==> src/rtl/kwd_pkg.sv <==
package kwd_pkg;

  localparam int ADDR_W = 3;
  localparam int NUM_WR = 4;

  localparam int IDX_CFG  = 0;
  localparam int IDX_LOAD = 1;
  localparam int IDX_TRIG = 2;
  localparam int IDX_KEY  = 3;

  localparam logic [ADDR_W-1:0] ADDR_STAT  = 3'd4;
  localparam logic [ADDR_W-1:0] ADDR_COUNT = 3'd5;

  localparam logic [15:0] KEY_START_A = 16'hBBBB;
  localparam logic [15:0] KEY_START_B = 16'h4444;
  localparam logic [15:0] KEY_STOP_A  = 16'hAAAA;
  localparam logic [15:0] KEY_STOP_B  = 16'h5555;

  typedef enum logic [1:0] {
    KeyIdle     = 2'd0,
    KeyArmStart = 2'd1,
    KeyArmStop  = 2'd2
  } keyState_e;

  typedef struct packed {
    logic cfgCommit;
    logic loadCommit;
    logic reload;
    logic running;
  } dpStrobe_t;

endpackage

==> src/rtl/kwd_ctrl.sv <==
module kwd_ctrl
  import kwd_pkg::*;
#(
  parameter int DATA_W       = 32,
  parameter int COMMIT_TICKS = 4
) (
  input  logic              clk,
  input  logic              rstN,
  input  logic              tickIn,
  input  logic              wrEn,
  input  logic [ADDR_W-1:0] wrAddr,
  input  logic [DATA_W-1:0] wrData,
  output dpStrobe_t         strobe,
  output logic [DATA_W-1:0] cfgStage,
  output logic [DATA_W-1:0] loadStage,
  output logic [NUM_WR-1:0] pendVec,
  output logic              running
);

  localparam int CNT_W = (COMMIT_TICKS > 1) ? $clog2(COMMIT_TICKS) : 1;
  localparam logic [CNT_W-1:0] LAST_TICK = CNT_W'(COMMIT_TICKS - 1);

  logic [NUM_WR-1:0] accept;
  logic [NUM_WR-1:0] commit;

  // one posted-write slot per writable register
  for (genvar i = 0; i < NUM_WR; i++) begin : g_slot
    localparam bit LOCKED = (i == IDX_CFG) || (i == IDX_LOAD);
    logic              pendReg;
    logic [CNT_W-1:0]  tickCnt;
    logic [DATA_W-1:0] stageReg;

    assign accept[i] = wrEn && (wrAddr == ADDR_W'(i)) && !pendReg
                       && !(LOCKED && running);
    assign commit[i] = pendReg && tickIn && (tickCnt == LAST_TICK);
    assign pendVec[i] = pendReg;

    always_ff @(posedge clk) begin
      if (!rstN) begin
        pendReg  <= 1'b0;
        tickCnt  <= '0;
        stageReg <= '0;
      end else if (accept[i]) begin
        pendReg  <= 1'b1;
        tickCnt  <= '0;
        stageReg <= wrData;
      end else if (pendReg && tickIn) begin
        if (tickCnt == LAST_TICK) pendReg <= 1'b0;
        else                      tickCnt <= tickCnt + 1'b1;
      end
    end
  end

  logic [DATA_W-1:0] trigStore;
  logic [DATA_W-1:0] trigVal;
  logic [DATA_W-1:0] keyVal;
  keyState_e         keyState;
  logic              trigFresh;

  assign trigVal   = g_slot[IDX_TRIG].stageReg;
  assign keyVal    = g_slot[IDX_KEY].stageReg;
  assign trigFresh = commit[IDX_TRIG] && (trigVal != trigStore);

  always_ff @(posedge clk) begin
    if (!rstN) begin
      trigStore <= '0;
    end else if (trigFresh) begin
      trigStore <= trigVal;
    end
  end

  // key pair sequencing, evaluated on each key commit
  always_ff @(posedge clk) begin
    if (!rstN) begin
      keyState <= KeyIdle;
      running  <= 1'b0;
    end else if (commit[IDX_KEY]) begin
      if (keyVal == DATA_W'(KEY_START_A)) begin
        keyState <= KeyArmStart;
      end else if (keyVal == DATA_W'(KEY_STOP_A)) begin
        keyState <= KeyArmStop;
      end else begin
        keyState <= KeyIdle;
        if ((keyVal == DATA_W'(KEY_START_B)) && (keyState == KeyArmStart))
          running <= 1'b1;
        if ((keyVal == DATA_W'(KEY_STOP_B)) && (keyState == KeyArmStop))
          running <= 1'b0;
      end
    end
  end

  always_comb begin
    strobe.cfgCommit  = commit[IDX_CFG];
    strobe.loadCommit = commit[IDX_LOAD];
    strobe.reload     = trigFresh;
    strobe.running    = running;
  end

  assign cfgStage  = g_slot[IDX_CFG].stageReg;
  assign loadStage = g_slot[IDX_LOAD].stageReg;

endmodule

==> src/rtl/kwd_datapath.sv <==
module kwd_datapath
  import kwd_pkg::*;
#(
  parameter int              DATA_W   = 32,
  parameter int              PTV_W    = 3,
  parameter logic [DATA_W-1:0] LOAD_RST = 32'hFFFB_0000
) (
  input  logic              clk,
  input  logic              rstN,
  input  logic              tickIn,
  input  dpStrobe_t         strobe,
  input  logic [DATA_W-1:0] cfgStage,
  input  logic [DATA_W-1:0] loadStage,
  output logic [DATA_W-1:0] cfgWord,
  output logic [DATA_W-1:0] loadWord,
  output logic [DATA_W-1:0] countWord,
  output logic              wdReset
);

  localparam int DIV_W = (1 << PTV_W);

  logic              preEn;
  logic [PTV_W-1:0]  ptv;
  logic [DIV_W-1:0]  divCnt;
  logic [DIV_W-1:0]  divLast;
  logic              scaledTick;

  assign divLast    = (DIV_W'(1) << ptv) - DIV_W'(1);
  assign scaledTick = strobe.running && tickIn && (!preEn || (divCnt == divLast));

  always_ff @(posedge clk) begin
    if (!rstN) begin
      preEn <= 1'b0;
      ptv   <= '0;
    end else if (strobe.cfgCommit) begin
      preEn <= cfgStage[0];
      ptv   <= cfgStage[PTV_W:1];
    end
  end

  always_ff @(posedge clk) begin
    if (!rstN) begin
      loadWord <= LOAD_RST;
    end else if (strobe.loadCommit) begin
      loadWord <= loadStage;
    end
  end

  // tick divider, idle at zero while stopped
  always_ff @(posedge clk) begin
    if (!rstN || !strobe.running) begin
      divCnt <= '0;
    end else if (tickIn) begin
      if (!preEn || (divCnt == divLast)) divCnt <= '0;
      else                               divCnt <= divCnt + 1'b1;
    end
  end

  always_ff @(posedge clk) begin
    if (!rstN) begin
      countWord <= LOAD_RST;
      wdReset   <= 1'b0;
    end else begin
      wdReset <= 1'b0;
      if (strobe.reload) begin
        countWord <= loadWord;
      end else if (scaledTick) begin
        if (&countWord) begin
          countWord <= loadWord;
          wdReset   <= 1'b1;
        end else begin
          countWord <= countWord + 1'b1;
        end
      end
    end
  end

  assign cfgWord = {{(DATA_W-PTV_W-1){1'b0}}, ptv, preEn};

endmodule

==> src/rtl/keyed_watchdog.sv <==
module keyed_watchdog
  import kwd_pkg::*;
#(
  parameter int                DATA_W       = 32,
  parameter int                PTV_W        = 3,
  parameter int                COMMIT_TICKS = 4,
  parameter logic [DATA_W-1:0] LOAD_RST     = 32'hFFFB_0000
) (
  input  logic              clk,
  input  logic              rstN,
  input  logic              tickIn,
  input  logic              wrEn,
  input  logic [ADDR_W-1:0] wrAddr,
  input  logic [DATA_W-1:0] wrData,
  input  logic [ADDR_W-1:0] rdAddr,
  output logic [DATA_W-1:0] rdData,
  output logic              wdReset
);

  dpStrobe_t         strobe;
  logic [DATA_W-1:0] cfgStage;
  logic [DATA_W-1:0] loadStage;
  logic [NUM_WR-1:0] pendVec;
  logic              running;
  logic [DATA_W-1:0] cfgWord;
  logic [DATA_W-1:0] loadWord;
  logic [DATA_W-1:0] countWord;

  kwd_ctrl #(
    .DATA_W      (DATA_W),
    .COMMIT_TICKS(COMMIT_TICKS)
  ) i_ctrl (
    .clk      (clk),
    .rstN     (rstN),
    .tickIn   (tickIn),
    .wrEn     (wrEn),
    .wrAddr   (wrAddr),
    .wrData   (wrData),
    .strobe   (strobe),
    .cfgStage (cfgStage),
    .loadStage(loadStage),
    .pendVec  (pendVec),
    .running  (running)
  );

  kwd_datapath #(
    .DATA_W  (DATA_W),
    .PTV_W   (PTV_W),
    .LOAD_RST(LOAD_RST)
  ) i_dp (
    .clk      (clk),
    .rstN     (rstN),
    .tickIn   (tickIn),
    .strobe   (strobe),
    .cfgStage (cfgStage),
    .loadStage(loadStage),
    .cfgWord  (cfgWord),
    .loadWord (loadWord),
    .countWord(countWord),
    .wdReset  (wdReset)
  );

  always_comb begin
    case (rdAddr)
      ADDR_W'(IDX_CFG):  rdData = cfgWord;
      ADDR_W'(IDX_LOAD): rdData = loadWord;
      ADDR_STAT:         rdData = {{(DATA_W-NUM_WR-1){1'b0}}, running, pendVec};
      ADDR_COUNT:        rdData = countWord;
      default:           rdData = '0;
    endcase
  end

endmodule

==> config.mk <==
export PLATFORM = sky130hd
export DESIGN_NAME = keyed_watchdog
export DESIGN_NICKNAME = d
export VERILOG_FILES = /design/src/rtl/kwd_pkg.sv /design/src/rtl/kwd_ctrl.sv /design/src/rtl/kwd_datapath.sv /design/src/rtl/keyed_watchdog.sv
export SDC_FILE = /design/constraint.sdc
export NUM_CORES = 1
export LEC_CHECK = 0
export CORE_MARGIN = 4
export CORE_UTILIZATION = 55
export CTS_CLUSTER_DIAMETER = 120
export DETAILED_ROUTE_END_ITERATION = 7
export PLACE_DENSITY = 0.8
export RECOVER_POWER = 25
export SYNTH_ARGS = -nofsm -noshare
export SYNTH_HDL_FRONTEND = slang
export SYNTH_SLANG_ARGS = --single-unit
export TNS_END_PERCENT = 1
==> constraint.sdc <==
create_clock -name clk -period 4.5 [get_ports clk]
set_clock_uncertainty 0.2 [all_clocks]
set_input_delay 0.45 -clock clk [delete_from_list [all_inputs] [get_ports clk]]
set_output_delay 0.45 -clock clk [all_outputs]
set_load 0.01 [all_outputs]
* Yosys cells after proc, flatten, opt, wreduce, memory -nomap -nowiden *
Index checks and enable logic that the tools add are counted.

operators by class
  shift-type cells = 1
  reductions and logical operators = 59
  mux-type cells = 22
  add/sub/neg operators = 7
  bitwise logic cells = 8
  equality and inequality tests = 18

operators by type and width
  kind                                                                      number
  32-bit case mux with 4 select lines                                       1
  32-bit 2-to-1 mux                                                         3
  32-bit by 15-bit equality test with 1-bit output (second input constant)  2
  32-bit by 16-bit equality test with 1-bit output (second input constant)  2
  32-bit by 1-bit adder with 32-bit output (second input constant)          1
  32-bit != test                                                            1
  32-bit AND reduction                                                      1
  1-bit logical AND                                                         23
  2-bit nonzero test                                                        10
  2-bit AND reduction                                                       8
  1-bit 2-to-1 mux                                                          15
  2-bit equality test (second input constant)                               5
  2-bit by 1-bit adder with 2-bit output (second input constant)            4
  8-bit by 1-bit adder with 8-bit output (second input constant)            1
  8-bit equality test                                                       1
  8-bit 2-to-1 mux                                                          1
  1-bit NOT                                                                 8
  2-bit OR reduction                                                        4
  1-bit by 3-bit left shift with 8-bit output (first input constant)        1
  8-bit by 2-bit subtractor with 8-bit output (second input constant)       1
  1-bit logical NOT                                                         7
  3-bit by 1-bit equality test with 1-bit output (second input constant)    2
  3-bit by 2-bit equality test with 1-bit output (second input constant)    2
  3-bit equality test (second input constant)                               2
  6 further kinds                                                           9

storage, ports and cells
  input port bits = 42
  logic and storage cells = 136
  output and inout port bits = 33
  bits in registers = 224

* Logic depth before layout (Yosys ltp) *
  depth in word-level cells = 7
  depth in mapped cells = 12
  mapped depth without buffers = 10

* Modules after synthesis *
Synthesis repeated with hierarchy kept, for this count alone.

second synthesis, totals
  cell total of the unflattened synthesis = 1473
  area, all modules = 12468.2 um^2

by module, submodules not included
  module          area each (um^2)  times used  cells an instance  seq. area each (um^2)
  kwd_ctrl        7209.4            1           838                3503.4
  kwd_datapath    4294.1            1           521                1541.5
  keyed_watchdog  964.7             1           114                0.0

* Least setup slack after synthesis *
OpenSTA, ideal clock, no wires.

  path type = register to register
  start = register i_dp.ptv[2]
  end = register i_dp.countWord[11]
  period minus slack after synthesis = 3.348 ns
  setup slack = 1.152 ns
  setup time = 0.119 ns
  cell stages (with the launch flop) = 12
  buffers on the path = 2
  arrival time = 3.030 ns
  data required time = 4.181 ns
  cell sequence = dfxtp_1 > clkbuf_1 > or3_1 > ha_1 > or4b_1 > and4_4 > o21ai_4 > a21bo_2 > nor3_4 > a21oi_2 > buf_6 > o221a_1

between the ends
  longest elaborated chain between the ends = 6

ends and longest elaborated chain
  item                                         line                RTL
  from (decl)                                  kwd_datapath.sv:23  logic [PTV_W-1:0] ptv;
  from (signal assigned)                       kwd_datapath.sv:37  ptv <= cfgStage[PTV_W:1];
  1-bit by 3-bit left shift with 8-bit output  kwd_datapath.sv:28  assign divLast = (DIV_W'(1) << ptv) - DIV_W'(1);
  8-bit by 2-bit subtractor with 8-bit output  kwd_datapath.sv:28
  8-bit equality test                          kwd_datapath.sv:29  assign scaledTick = strobe.running && tickIn && (!preEn || (divCnt == divLast));
  1-bit logical OR                             kwd_datapath.sv:29
  1-bit logical AND                            kwd_datapath.sv:29
  2-bit nonzero test (no source line)          n/a
  to (signal assigned)                         kwd_datapath.sv:66  countWord <= loadWord;
  to (signal assigned)                         kwd_datapath.sv:69  countWord <= loadWord;
  to (signal assigned)                         kwd_datapath.sv:72  countWord <= countWord + 1'b1;
  to (decl)                                    kwd_datapath.sv:16  output logic [DATA_W-1:0] countWord,

No other way between the ends.
A chain may end at the register's enable or synchronous reset.

* Worst setup path after layout *
  start = register i_dp.ptv[2]
  end = register i_dp.countWord[28]

Same word-level chain as after synthesis.

==> impl_summary.txt <==
----------------------------------------------------
[Place]
  Total half-perimeter wirelength after legalization and detailed placement ... 17700 µm
  Post-place setup slack ... 644 ps
  Standard cell area after detailed placement ... 0.0110 mm²
  Global placer's final weighted congestion ... 0.967
  Number of port buffers ... 74

[Routing]
  Drt drc ... 0
  Total via count in the routed design ... 9045
  Number of design-rule violations left by the first detailed-router iteration ... 830
  DRT antenna net count ... 0
  Vias per Instance ... 6.01
  WL/cell ... 17.5 µm
  Number of detailed-route iterations in the first pass ... 6
  Total Wirelength ... 26300 µm

[Die]
  Cell row count ... 49
  Boundary Pins ... 75
  Core ar. ... 0.0180 mm²
  Initial Util ... 0.560
  Die height ... 143 µm
  Total die area ... 0.0206 mm²
  X dimension of the die ... 143 µm

[Logic synthesis]
  Number of warning messages in the yosys log ... 0
  Main synth FF type ... sky130_fd_sc_hd__dfxtp_1
  Count of cell types in the netlist ... 74
  Share of the synthesized area in the top cell type ... 0.444
  Cell types with the largest area share after synthesis ... sky130_fd_sc_hd__dfxtp_1, sky130_fd_sc_hd__nand2_1, sky130_fd_sc_hd__a21oi_1
  Number of storage elements in the synthesis netlist ... 224
  Avg Inst Size Synth ... 8.25 µm²
  Fraction of registers with async set or reset after synthesis ... 0
  Netlist area before placement ... 0.0101 mm²
  Nets in the synthesized netlist ... 1272
  Cell taking the most area after synthesis ... sky130_fd_sc_hd__dfxtp_1
  Post-synthesis instance total ... 1223
  Sequential fraction of the synthesis area ... 0.444
  EDFF count, synth ... 0

[GRT]
  Maximum number of pins on one net before global-route repair ... 114
  Total routing usage reported by global routing ... 0.249
  Global-route wire length before repair ... 42200 µm
  Antenna violations before repair ... 0
  Sum of overflow across all layers after global routing ... 0
  Vias in the first global route ... 8342

[Timing]
  Setup Viol. Count Final ... 0
  Part of the cycle the worst path needs ... 0.882
  Slew margin rel. ... -0.401
  Smallest hold slack ... 253 ps
  Min setup slack post-route ... 531 ps
  Worst-Margin Slew ... 2090 ps
  Slew Limit Fails ... 94
  Setup repair after global routing missed its margin ... false
  Total negative setup slack ... 0 ps
  FMAX ... 252 MHz
  Count of endpoints failing hold in the final timing report ... 0
  Final min period ... 3970 ps

[Clock tree]
  Number of H-tree branching levels ... 1
  Cts bufs inserted ... 23
  Root Driver ... sky130_fd_sc_hd__clkbuf_16
  Buffers inserted during post-CTS setup optimization ... 0
  Hold bufs inserted after CTS ... 0
  Clock insertion delay at the later pin of the skew report ... 520 ps
  CTS sink count ... 224
  Buffers from clock root to sink, at most ... 3
  Post-CTS resize count ... 0
  Clock-pin slew of the registers on the worst-case setup and hold paths ... 60 ps
  CTS tree ... built

[Worst setup path]
  CP cell instances ... or3_1 > ha_1 > or4b_1 > and4_4 > o21ai_4 > a21bo_2 > nor3_4 > a21oi_2 > o32a_1
  Peak fanout along the critical path ... 14
  Critical Path End Type ... register
  Worst-path cell with the longest stage delay ... sky130_fd_sc_hd__or4b_1
  Delay of the slowest cell on the worst path ... 520 ps
  Crit Path Class ... register to register
  CP arrival ... 4160 ps
  CP Launch Type ... register
  Required @ worst endpoint ... 4690 ps

[Layout]
  Layout overhead on the synthesized area ... 16.1%
  Most frequent cells in the layout ... sky130_fd_sc_hd__nand2_1, sky130_fd_sc_hd__dfxtp_1, sky130_fd_sc_hd__a21oi_1
  Fraction of layout instances using a drive strength above 1 ... 0.0643
  Most common cell after layout, fill and taps aside ... sky130_fd_sc_hd__nand2_1
  Total Nets Final ... 1309
  Count of inserted antenna diode cells ... 0
  Fin area ... 0.0117 mm²
  Final Util ... 0.650

[Run]
  Max-cap violations ... 2

[Power and ir drop]
  Maximum vdd drop ... 245 µV
  Leakage power of the design ... 4.35 nW
  Power density cells ... 353 mW/mm²

[Run status]
  Run status ... finished with violations
  Failing checks ... max-capacitance violations, max-slew violations

[Min path]
  Type of the most critical hold path ... register to register

----------------------------------------------------
worst max-delay path: cells and delay by family, from the launching register on:
kind | cells | cell delay, ps
AND/OR/NAND/NOR | 4 | 1610
AO/OA/AOI/OAI | 4 | 1340
flip-flops | 1 | 400
adder cells (fa/ha/maj) | 1 | 280
state kept, by name, summed over array words and instances (netlist names):
| signal | flops |
|---|---|
| i_ctrl.g_slot.tickCnt | 8 |
| i_ctrl.running | 1 |
| i_ctrl.cfgStage | 4 |
| i_dp.wdReset | 1 |
| i_dp.preEn | 1 |
| i_ctrl.trigStore | 32 |
| i_dp.divCnt | 8 |
| i_ctrl.g_slot.stageReg | 64 |
| i_dp.loadWord | 32 |
| i_ctrl.g_slot.pendReg | 4 |
| i_dp.ptv | 3 |
| i_ctrl.keyState | 2 |
| i_ctrl.loadStage | 32 |
| i_dp.countWord | 32 |
cell usage after synthesis (all sizes together) (3+ instances only):
cell type,number
a21o,6
nand3b,5
nand2b,5
mux2i,46
nor2,83
a31oi,11
o211ai,12
buf,8
or3,6
nand4,25
o2111a,5
xnor2,16
nor2b,4
mux4,4
a21oi,140
or4,9
nor3b,3
ha,7
nor3,17
nor4,18
o32a,3
nand3,35
o221a,4
a211oi,6
inv,15
mux2,4
o21ai,16
dfxtp,224
nor4b,4
nand2,290
and4,3
xor2,36
and3,6
o2bb2ai,4
nand4b,4
a22o,27
and2,7
clkbuf,74
power by group:
group / total, mW / internal [mW] / switching [mW]
combinational: 0.211 / 0.0870 / 0.124
clock: 1.90 / 1.13 / 0.777
sequential: 2.02 / 2.00 / 0.0157
logic make-up after synthesis:
kind of cell | Yosys count | share of synthesized area
and+or+nand+nor | 534 | 0.243
AOI/OAI and AO/OA | 255 | 0.163
DFF | 224 | 0.444
buffers and inverters | 97 | 0.0376
muxes | 54 | 0.0590
xor gates and xnor gates | 52 | 0.0451
adders and majority gates | 7 | 0.00868
cell type report:
type                    count  area [µm²]
multi-input cells         902        5250
flip-flops and latches    224        4480
fillers                  1517        6310
repair buffers             94         880
inverters                  15        57.6
well taps                 229         287
clock buffers              32         649
clock inverters             8         105
final timing paths:
kind                                to  cells past startpoint  slack, ps            startpoint
hold / removal    i_ctrl.loadStage[21]                      2        250  i_ctrl.loadStage[21]
setup reg to reg    i_dp.countWord[28]                      9        530           i_dp.ptv[2]
hold reg to reg   i_ctrl.loadStage[21]                      2        250  i_ctrl.loadStage[21]
setup / recovery    i_dp.countWord[28]                      9        530           i_dp.ptv[2]
layer usage:
layer	share of wire	track usage	wire length, µm
met5	0	0	0
met4	0.029	0.0852	760
met3	0.077	0.0406	2020
met2	0.47	0.410	12400
met1	0.42	0.333	11100
metrics by stage:
step	power, mW	cells
after floorplan	2.17	1223
after global placement	2.27	1464
after detailed placement	2.27	1464
after CTS	4.15	1504
after global routing	4.26	1504
final	4.13	1504
(Power assumes the default switching activity.)
